`src/rtl/ep0_csr_pkg.sv`:
```
package ep0_csr_pkg;
  localparam int REG_W    = 16;
  localparam int B_PING   = 11;
  localparam int B_TOGEN  = 10;
  localparam int B_TOG    = 9;
  localparam int B_FLUSH  = 8;
  localparam int B_NAK    = 7;
  localparam int B_STAGE  = 6;
  localparam int B_INREQ  = 5;
  localparam int B_ERR    = 4;
  localparam int B_SETUP  = 3;
  localparam int B_STALL  = 2;
  localparam int B_TXRDY  = 1;
  localparam int B_RXRDY  = 0;

  typedef struct packed {
    logic cpuWr;
    logic togLoad;
    logic togForce;
    logic togFlip;
    logic flushHit;
    logic txClr;
    logic txIrq;
    logic rxSet;
    logic rxClr;
    logic inReqClr;
    logic stallSet;
    logic errSet;
    logic nakSet;
  } ep0Strobes_t;

  typedef struct packed {
    logic pingOff;
    logic toggle;
    logic nakHit;
    logic stage;
    logic inReq;
    logic err;
    logic setup;
    logic stall;
    logic txRdy;
    logic rxRdy;
  } ep0State_t;
endpackage

```
`src/rtl/ep0_csr_ctrl.sv`:
```
module ep0_csr_ctrl
  import ep0_csr_pkg::*;
(
  input  logic             wrEn,
  input  logic [REG_W-1:0] wrData,
  input  logic             svcRxReady,
  input  logic             irqTxEn,
  input  logic             evTxDone,
  input  logic             evRxPkt,
  input  logic             evStall,
  input  logic             evNoResp,
  input  logic             evNakLimit,
  input  logic             evToggleAdv,
  input  logic             txRdyQ,
  input  logic             rxRdyQ,
  output ep0Strobes_t      stb
);
  logic loadReq;
  logic forceReq;

  always_comb begin
    loadReq  = wrEn & wrData[B_TOGEN];
    forceReq = wrEn & wrData[B_STAGE] & (wrData[B_TXRDY] | wrData[B_INREQ]);
    stb.cpuWr    = wrEn;
    stb.togLoad  = loadReq;
    stb.togForce = forceReq;
    stb.togFlip  = evToggleAdv & ~loadReq & ~forceReq;
    stb.flushHit = wrEn & wrData[B_FLUSH] & (txRdyQ | rxRdyQ);
    stb.txClr    = evTxDone;
    stb.txIrq    = evTxDone & txRdyQ & irqTxEn;
    stb.rxSet    = evRxPkt;
    stb.rxClr    = svcRxReady;
    stb.inReqClr = evRxPkt;
    stb.stallSet = evStall;
    stb.errSet   = evNoResp;
    stb.nakSet   = evNakLimit;
  end
endmodule

```
`src/rtl/ep0_csr_dp.sv`:
```
module ep0_csr_dp
  import ep0_csr_pkg::*;
(
  input  logic             clk,
  input  logic             rstN,
  input  logic [REG_W-1:0] wrData,
  input  ep0Strobes_t      stb,
  output ep0State_t        st,
  output logic             ptrResetQ,
  output logic             irqTxQ,
  output logic             irqRxQ,
  output logic             irqErrQ
);
  ep0State_t nxt;

  always_comb begin
    nxt = st;
    if (stb.cpuWr) begin
      nxt.pingOff = wrData[B_PING];
      nxt.stage   = wrData[B_STAGE];
      nxt.setup   = wrData[B_SETUP];
      nxt.inReq   = wrData[B_INREQ];
      nxt.txRdy   = wrData[B_TXRDY];
      nxt.stall   = wrData[B_STALL];
      nxt.err     = wrData[B_ERR];
      nxt.nakHit  = wrData[B_NAK];
    end
    if (stb.togForce)      nxt.toggle = 1'b1;
    else if (stb.togLoad)  nxt.toggle = wrData[B_TOG];
    else if (stb.togFlip)  nxt.toggle = ~st.toggle;
    if (stb.inReqClr)      nxt.inReq  = 1'b0;
    if (stb.stallSet)      nxt.stall  = 1'b1;
    if (stb.errSet)        nxt.err    = 1'b1;
    if (stb.nakSet)        nxt.nakHit = 1'b1;
    if (stb.flushHit | stb.txClr) nxt.txRdy = 1'b0;
    if (stb.rxSet)         nxt.rxRdy  = 1'b1;
    else if (stb.rxClr | stb.flushHit) nxt.rxRdy = 1'b0;
  end

  always_ff @(posedge clk) begin
    if (!rstN) begin
      st        <= '0;
      ptrResetQ <= 1'b0;
      irqTxQ    <= 1'b0;
      irqRxQ    <= 1'b0;
      irqErrQ   <= 1'b0;
    end else begin
      st        <= nxt;
      ptrResetQ <= stb.flushHit;
      irqTxQ    <= stb.txIrq;
      irqRxQ    <= stb.rxSet;
      irqErrQ   <= stb.errSet;
    end
  end
endmodule

```
`src/rtl/ep0_host_ctrl_reg.sv`:
```
module ep0_host_ctrl_reg
  import ep0_csr_pkg::*;
(
  input  logic        clk,
  input  logic        rstN,
  input  logic        wrEn,
  input  logic [15:0] wrData,
  output logic [15:0] rdData,
  input  logic        svcRxReady,
  input  logic        irqTxEn,
  input  logic        evTxDone,
  input  logic        evRxPkt,
  input  logic        evStall,
  input  logic        evNoResp,
  input  logic        evNakLimit,
  input  logic        evToggleAdv,
  output logic        ctrlPingOff,
  output logic        ctrlToggle,
  output logic        ctrlStatusStage,
  output logic        ctrlInReq,
  output logic        ctrlSetup,
  output logic        ctrlTxReady,
  output logic        fifoPtrReset,
  output logic        irqTx,
  output logic        irqRx,
  output logic        irqErr
);
  ep0Strobes_t stb;
  ep0State_t   st;

  ep0_csr_ctrl u_ctrl (
    .wrEn(wrEn), .wrData(wrData), .svcRxReady(svcRxReady), .irqTxEn(irqTxEn),
    .evTxDone(evTxDone), .evRxPkt(evRxPkt), .evStall(evStall),
    .evNoResp(evNoResp), .evNakLimit(evNakLimit), .evToggleAdv(evToggleAdv),
    .txRdyQ(st.txRdy), .rxRdyQ(st.rxRdy), .stb(stb)
  );

  ep0_csr_dp u_dp (
    .clk(clk), .rstN(rstN), .wrData(wrData), .stb(stb), .st(st),
    .ptrResetQ(fifoPtrReset), .irqTxQ(irqTx), .irqRxQ(irqRx), .irqErrQ(irqErr)
  );

  always_comb begin
    rdData          = '0;
    rdData[B_PING]  = st.pingOff;
    rdData[B_TOG]   = st.toggle;
    rdData[B_NAK]   = st.nakHit;
    rdData[B_STAGE] = st.stage;
    rdData[B_INREQ] = st.inReq;
    rdData[B_ERR]   = st.err;
    rdData[B_SETUP] = st.setup;
    rdData[B_STALL] = st.stall;
    rdData[B_TXRDY] = st.txRdy;
    rdData[B_RXRDY] = st.rxRdy;
  end

  assign ctrlPingOff     = st.pingOff;
  assign ctrlToggle      = st.toggle;
  assign ctrlStatusStage = st.stage;
  assign ctrlInReq       = st.inReq;
  assign ctrlSetup       = st.setup;
  assign ctrlTxReady     = st.txRdy;
endmodule

```
`config.mk`:
```
export PLATFORM = sky130hd
export DESIGN_NAME = ep0_host_ctrl_reg
export DESIGN_NICKNAME = d
export VERILOG_FILES = /design/src/rtl/ep0_csr_pkg.sv /design/src/rtl/ep0_csr_ctrl.sv /design/src/rtl/ep0_csr_dp.sv /design/src/rtl/ep0_host_ctrl_reg.sv
export SDC_FILE = /design/constraint.sdc
export NUM_CORES = 1
export LEC_CHECK = 0
export ABC_CLOCK_PERIOD_IN_PS = 900
export CORE_MARGIN = 4
export CORE_UTILIZATION = 30
export DETAILED_ROUTE_END_ITERATION = 8
export DONT_BUFFER_PORTS = 1
export GPL_ROUTABILITY_DRIVEN = 0
export GPL_TIMING_DRIVEN = 0
export SYNTH_ARGS = -nofsm -noshare
export SYNTH_HDL_FRONTEND = slang
export SYNTH_SLANG_ARGS = --single-unit
```
`constraint.sdc`:
```
create_clock -name clk -period 0.9 [get_ports clk]
set_input_delay 0.18 -clock clk [delete_from_list [all_inputs] [get_ports clk]]
set_output_delay 0.18 -clock clk [all_outputs]
set_load 0.01 [all_outputs]
```
==> results.md, run 1 <==
- Number of storage elements in the synthesis netlist: 14
- Layout overhead on the synthesized area: 22.9%
- Cts bufs inserted: 3
- CTS Buffer Depth: 2
- Endpoint required time on the critical path: about 0.72 ns
- Violation count after the first detailed-route iteration: 1
- Floorplan core area: 0.00200 mm^2
- Final setup fails: 7
- Antenna Cells: 0
- Die Width: 54.2 um
- Setup bufs post-CTS: 0
- Starting utilization of the core area: 32.0%
- Reg-to-reg startpoint: u_dp.st[1]
- Final non-filler cell total: 98
- Netlist area before placement: 641 um^2
- Run status: finished, violations left
- P per Cell Area: 1530 mW/mm^2
- Fraction of layout instances using a drive strength above 1: 42.3%
- End-of-flow core utilization: 39.3%
- Skew final: 0.000202 ns
- DRC violations left: 0
- Total global-route track usage: between 8 and 9%
- Clock tree from TritonCTS: built
- Worst-path fanout max: 6
- Sequential cell area fraction in the yosys report: between 40% and 50%
- Critical path launch point type: register
- Number of antenna violations at the first check in global routing: 0
- Standby leakage power: 0.338 nW
- Setup WS post-layout: -0.0430 ns
- Clk Latency, worst-skew pair: 0.27 ns
- Nets: 100
- Number of I/O pins: 53
- # H-tree levels: 1
- Post-DR wirelength/cell: approximately 13 um
- Yosys warnings: 0
- Post-Route WL: 1300 um
- Final Cycle Share: 105%
- Die boundary height: 54.2 um
- # fillers: 194
- Vias/cell: 4.40
- Number of core rows: 16
- Placed wire-length estimate: 1010 um
- Synth unique cells: 24
- Antenna Nets Post-Route: 0
- Wire length of the first global-routing pass: between 1500 and 2000 um
- Pre-Repair DR Iteration Count: 2
- Synth Instances: 61
- Peak ir drop on the vdd network: 0.000596 V
- Area of the die: 0.00294 mm^2
- Gr ovfl total: 0
- Violations in the final reports: setup timing
- Post-placement setup slack: -0.00424 ns
- Average cell area after synthesis: 10.5 um^2
- Time the worst path needs with I/O delays and setup: 0.943 ns
- Classification of the worst setup path: register to output pin
- Design Power: 1.20 mW
- Clock edge transition at the registers on the reported setup and hold paths: 0.08 ns
- Peak clock frequency supported by timing: 1.06 GHz
- Largest delay share family, worst path: flip-flops
- Number of port buffers: 0
- Max-capacitance violation count: 0
- Critical path buffer and inverter count: 1
- Maximum cell stage delay along the critical path: 0.39 ns
- Worst Path Arrival: 0.76 ns
- Vias in the first global route: 430
- Element type at the critical path end: output pin
- Crit path cell chain: buf_6
- Source of the worst hold timing path: evNakLimit
- Crit path from: u_dp.st[1]
- Path category of the worst min-delay check: input pin to register
- Total Negative Setup Slacks: -0.196 ns
- Cell with the biggest individual delay on the critical path: dfxtp_4
- Number of clock sinks seen by CTS: 14
- Unrepaired setup endpoints after global routing: true
- Vias: 431
- Final slew viol count: 0
- Hold violation total from the final report: 0
- Cell chosen for the clock root: clkbuf_4
- Pin count of the biggest net entering global routing: 11
- Number of placed cells counting well taps: 93
[where the power goes]
part	switching [mW]	leakage [nW]	total, mW	internal [mW]
clock	0.179	0.0138	0.334	0.155
sequential	0.0438	0.120	0.693	0.649
combinational	0.0675	0.204	0.178	0.110
total	0.291	0.338	1.20	0.914
[layout make-up]
cell class,count,area (um^2),share of cell area (%)
Multi-Input combinational cell,36,263,33.4
Timing Repair Buffer,2,20.0,2.54
Inverter,1,3.75,0.477
Sequential cell,14,305,38.8
Clock buffer,3,22.5,2.86
Tap cell,27,33.8,4.29
Buffer,15,139,17.6
[state kept, by name (all words and copies together), names as in the netlist]
register,flops
u_dp.st,10
u_dp.irqErrQ,1
u_dp.irqRxQ,1
u_dp.irqTxQ,1
u_dp.ptrResetQ,1
[cells in the final DEF, fill, tap and decap left out, drive strengths merged, types with 2 or more instances in the layout]
cell type,synthesis,layout
conb,1,6
buf,14,14
o21a,5,5
dlygate4sd3,0,2
nor2b,3,3
mux2,3,3
mux2i,4,4
clkbuf,1,4
nor3b,2,2
and2,2,2
dfxtp,14,14
[final timing paths]
check              endpoint  slack (ns)  cells past startpoint
max               rdData[1]       -0.04                      1
min              u_dp.st[7]        0.03                      1
max reg2reg      u_dp.st[1]        0.03                      3
min reg2reg  u_dp.ptrResetQ        0.55                      1
[per-layer routing]
layer	wire length, um	track usage (%)
met1	482	9.14
met2	597	13.1
met3	213	2.72
met4	6	6.22
met5	0	0
[Yosys cell counts]
library cell	instances	share of area [%]
nor3b_2	1	2.0
buf_4	13	15
nand3_1	1	0.78
o21a_1	5	5.9
a211oi_1	1	1.2
xnor2_1	1	1.4
inv_1	1	0.59
mux2_2	3	5.3
a31oi_1	1	0.98
clkbuf_1	1	0.59
and2b_2	1	1.4
o2111a_1	1	1.8
mux2i_1	4	6.3
dfxtp_1	14	44
and4_1	1	1.4
nand2_1	1	0.59
buf_6	1	1.8
nor3b_1	1	1.2
conb_1	1	0.59
o21ai_0	1	0.78
o211ai_1	1	1.2
a21oi_1	1	0.78
nor2b_1	3	2.9
and2_1	2	2.0
[stage by stage]
| step | instance area, um^2 | hold WS (ns) |
|---|---|---|
| 2_1_floorplan | 659 | 0.250 |
| 5_1_grt | 787 | 0.0143 |
| 4_1_cts | 786 | 0.0156 |
| 3_5_place_dp | 693 | 0.252 |
| 3_3_place_gp | 693 | 0.251 |
| 6_report | 787 | 0.0291 |
[kinds of logic (layout without fill, tap and decap cells)]
logic type | count (synthesis) | after routing | synth area share [%]
buffers and inverters | 16 | 21 | 18.2
DFF | 14 | 14 | 43.8
AOI/OAI and AO/OA | 11 | 11 | 12.5
and+or+nand+nor | 11 | 11 | 12.1
muxes | 7 | 7 | 11.5
other | 1 | 6 | 0.585
xor gates and xnor gates | 1 | 1 | 1.37
[timing repair]
action | CTS | global route
hold buffers | 2 | 0
gates cloned | 0 | 0
setup endpoints to repair | 9 | 9
endpoints found under the hold margin | 2 | 0
resized for setup | 20 | 1
Power figures use the tool's default switching activity.
==> run 2, diff against run 1 <==
--- a/config.mk
+++ b/config.mk
@@ -5,13 +5,14 @@
 export SDC_FILE = /design/constraint.sdc
 export NUM_CORES = 1
 export LEC_CHECK = 0
-export ABC_CLOCK_PERIOD_IN_PS = 900
+export ABC_CLOCK_PERIOD_IN_PS = 870
+export BUFFER_PORTS_ARGS = -buffer_cell sky130_fd_sc_hd__clkbuf_2
 export CORE_MARGIN = 4
-export CORE_UTILIZATION = 30
+export CORE_UTILIZATION = 37
 export DETAILED_ROUTE_END_ITERATION = 8
-export DONT_BUFFER_PORTS = 1
 export GPL_ROUTABILITY_DRIVEN = 0
 export GPL_TIMING_DRIVEN = 0
+export PLACE_DENSITY = 0.77
 export SYNTH_ARGS = -nofsm -noshare
 export SYNTH_HDL_FRONTEND = slang
 export SYNTH_SLANG_ARGS = --single-unit
==> constraint.sdc (replaced) <==
create_clock -name clk -period 0.87 [get_ports clk]
set_input_delay 0.174 -clock clk [delete_from_list [all_inputs] [get_ports clk]]
set_output_delay 0.174 -clock clk [all_outputs]
set_load 0.01 [all_outputs]
==> run 2 against run 1 <==
The flow still finishes with violations (setup timing). First-iteration DRC count down 100%. Design area increased by 37%. Via count is 37% higher. Clock power grew 5%. Clock skew barely moved. Total power grew 20%. Sequential cell count unchanged. Critical path type unchanged. Largest cell class is now buffers. Largest power group unchanged. Highest routed layer unchanged.
==> results.md, run 2 (same netlist as run 1, synthesis figures left out) <==
- Peak clock frequency supported by timing: a little under 1 GHz
- Register bank with the most flops: u_dp.st
- Area of the die: 0.00246 mm^2
- Hold violation total from the final report: 0
- Classification of the worst setup path: register to output pin
- Antenna Nets Post-Route: 0
- Post-placement setup slack: -0.0857 ns
- Element type at the critical path end: output pin
- Endpoint required time on the critical path: 0.70 ns
- Clock edge transition at the registers on the reported setup and hold paths: approximately 0.08 ns
- Max-capacitance violation count: 0
- Final slew viol count: 0
- Path category of the worst min-delay check: input pin to register
- Cell depth of the worst hold path: 2
- Floorplan core area: between 0.0015 and 0.002 mm^2
- Starting utilization of the core area: 40.6%
- Standby leakage power: between 0.5 and 0.6 nW
- Violations in the final reports: setup timing
- Number of placed cells counting well taps: 123
- Unrepaired setup endpoints after global routing: true
- Skew final: roughly 0.00008 ns
- Time the worst path needs with I/O delays and setup: 1.01 ns
- Run status: finished, violations left
- Final setup fails: 20
- Nets: around 140
- Total global-route track usage: 13.2%
- Wire length of the first global-routing pass: 2440 um
- Number of cells on the worst reg-to-reg path: 4
- Most used cells in the layout excluding fill and tap cells: buf_6 (25), clkbuf_2 (21), dfxtp_2 (11)
- Violation count after the first detailed-route iteration: 0
- Number of port buffers: between 40 and 50
- DRC violations left: 0
- Reg-to-reg startpoint: u_dp.st[1]
- Hold-fix buffers at CTS: 0
- Met1 track demand over resource in global routing: 12.4%
- Met2 track demand over resource in global routing: a little under a quarter
- Final design area excluding fillers: 0.00108 mm^2
- Final non-filler cell total: 128
- Pin count of the biggest net entering global routing: 11
- Endpoint of the worst-slack reg-to-reg timing path: u_dp.st[1]
- # H-tree levels: 1
- Clk Latency, worst-skew pair: 0.27 ns
- Vias: 591
- Pre-Repair DR Iteration Count: 1
- CTS Buffer Depth: 2
- Largest register FFs: 10
- Critical path launch point type: register
- Peak ir drop on the vdd network: 0.000876 V
- Clock tree from TritonCTS: built
- Met3 routing resource usage after global routing: 4.52%
- Antenna Cells: 0
- Source of the worst hold timing path: evTxDone
- Post-DP Area: ~900 um^2
- Die Width: roughly 50 um
- Most heavily used metal layer in global routing: met2
- P per Cell Area: 1340 mW/mm^2
- Commonest non-fill, non-tap cell in the layout: buf_6
- Vias in the first global route: slightly below 600
- Vias/cell: 4.62
- Cell chosen for the clock root: clkbuf_4
- Number of clock sinks seen by CTS: 14
- Die boundary height: 49.6 um
- Gr ovfl total: 0
- Post-DR wirelength/cell: 12.9 um
- Placed wire-length estimate: 1200 um
- Layout overhead on the synthesized area: 68.8%
- Setup WS post-layout: -0.138 ns
- Cts bufs inserted: 3
- Number of antenna violations at the first check in global routing: 0
- Number of core rows: 14
- Post-Route WL: 1650 um
- Capture endpoint of the worst hold path: u_dp.st[1]
- Final Cycle Share: 116%
- Fraction of layout instances using a drive strength above 1: ~71%
- Worst-path fanout max: 3
- Number of I/O pins: 53
- Register-to-Register Setup Slack: -0.11 ns
- Worst Path Arrival: 0.83 ns
run 2: what timing repair did:
action,CTS,global route
endpoints found under the setup margin,21,22
pin swaps,1,4
resized for setup,25,28
setup buffers,2,0
run 2: worst max-delay path by stage:
| stage | start | to | slack (ns) | cells past startpoint |
|---|---|---|---|---|
| floorplan | u_dp.st[1] | u_dp.st[1] | 0.03 | 3 |
| global placement | wrEn | u_dp.st[2] | -0.08 | 3 |
| detailed placement | wrEn | u_dp.st[7] | -0.09 | 3 |
| CTS | u_dp.st[1] | rdData[1] | -0.15 | 2 |
| global route | u_dp.st[1] | u_dp.st[1] | -0.20 | 4 |
| finish | u_dp.st[6] | rdData[6] | -0.14 | 2 |
run 2: area by class of cell:
type	count	area, um^2
Buffer	15	139
Inverter	1	3.75
Multi-Input combinational cell	36	278
Sequential cell	14	294
Clock buffer	3	22.5
Timing Repair Buffer	43	324
Tap cell	16	20.0
Fill cell	120	495
run 2: metal layers:
metal / share of wire (%) / up-vias
met2: 53 / 32
met1: 37 / 262
li1: - / 295
met4: 1.6 / 0
met3: 8.2 / 2
met5: 0 / -
run 2: stage by stage:
| stage | setup TNS (ns) | hold slack, ns | power (mW) | utilization (%) |
|---|---|---|---|---|
| final | -1.41 | 0.0657 | 1.44 | 68.6 |
| after global routing | -2.32 | 0.0540 | 1.53 | 68.6 |
| after CTS | -1.76 | 0.0458 | 1.42 | 63.7 |
| after detailed placement | -0.440 | 0.353 | 1.00 | 56.1 |
| after global placement | -0.347 | 0.353 | 0.994 | 56.1 |
| after floorplan | 0 | 0.244 | 0.879 | - |
run 2: worst max-delay path: stages (launching register included):
cell and delay, ns:
dfxtp_2 0.35, buf_6 0.11, buf_6 0.11
run 2: where the power goes:
group          internal [mW]  switching (mW)  leakage (nW)
Clock                  0.160           0.191        0.0138
Sequential             0.683          0.0301         0.119
Combinational          0.237           0.142         0.419
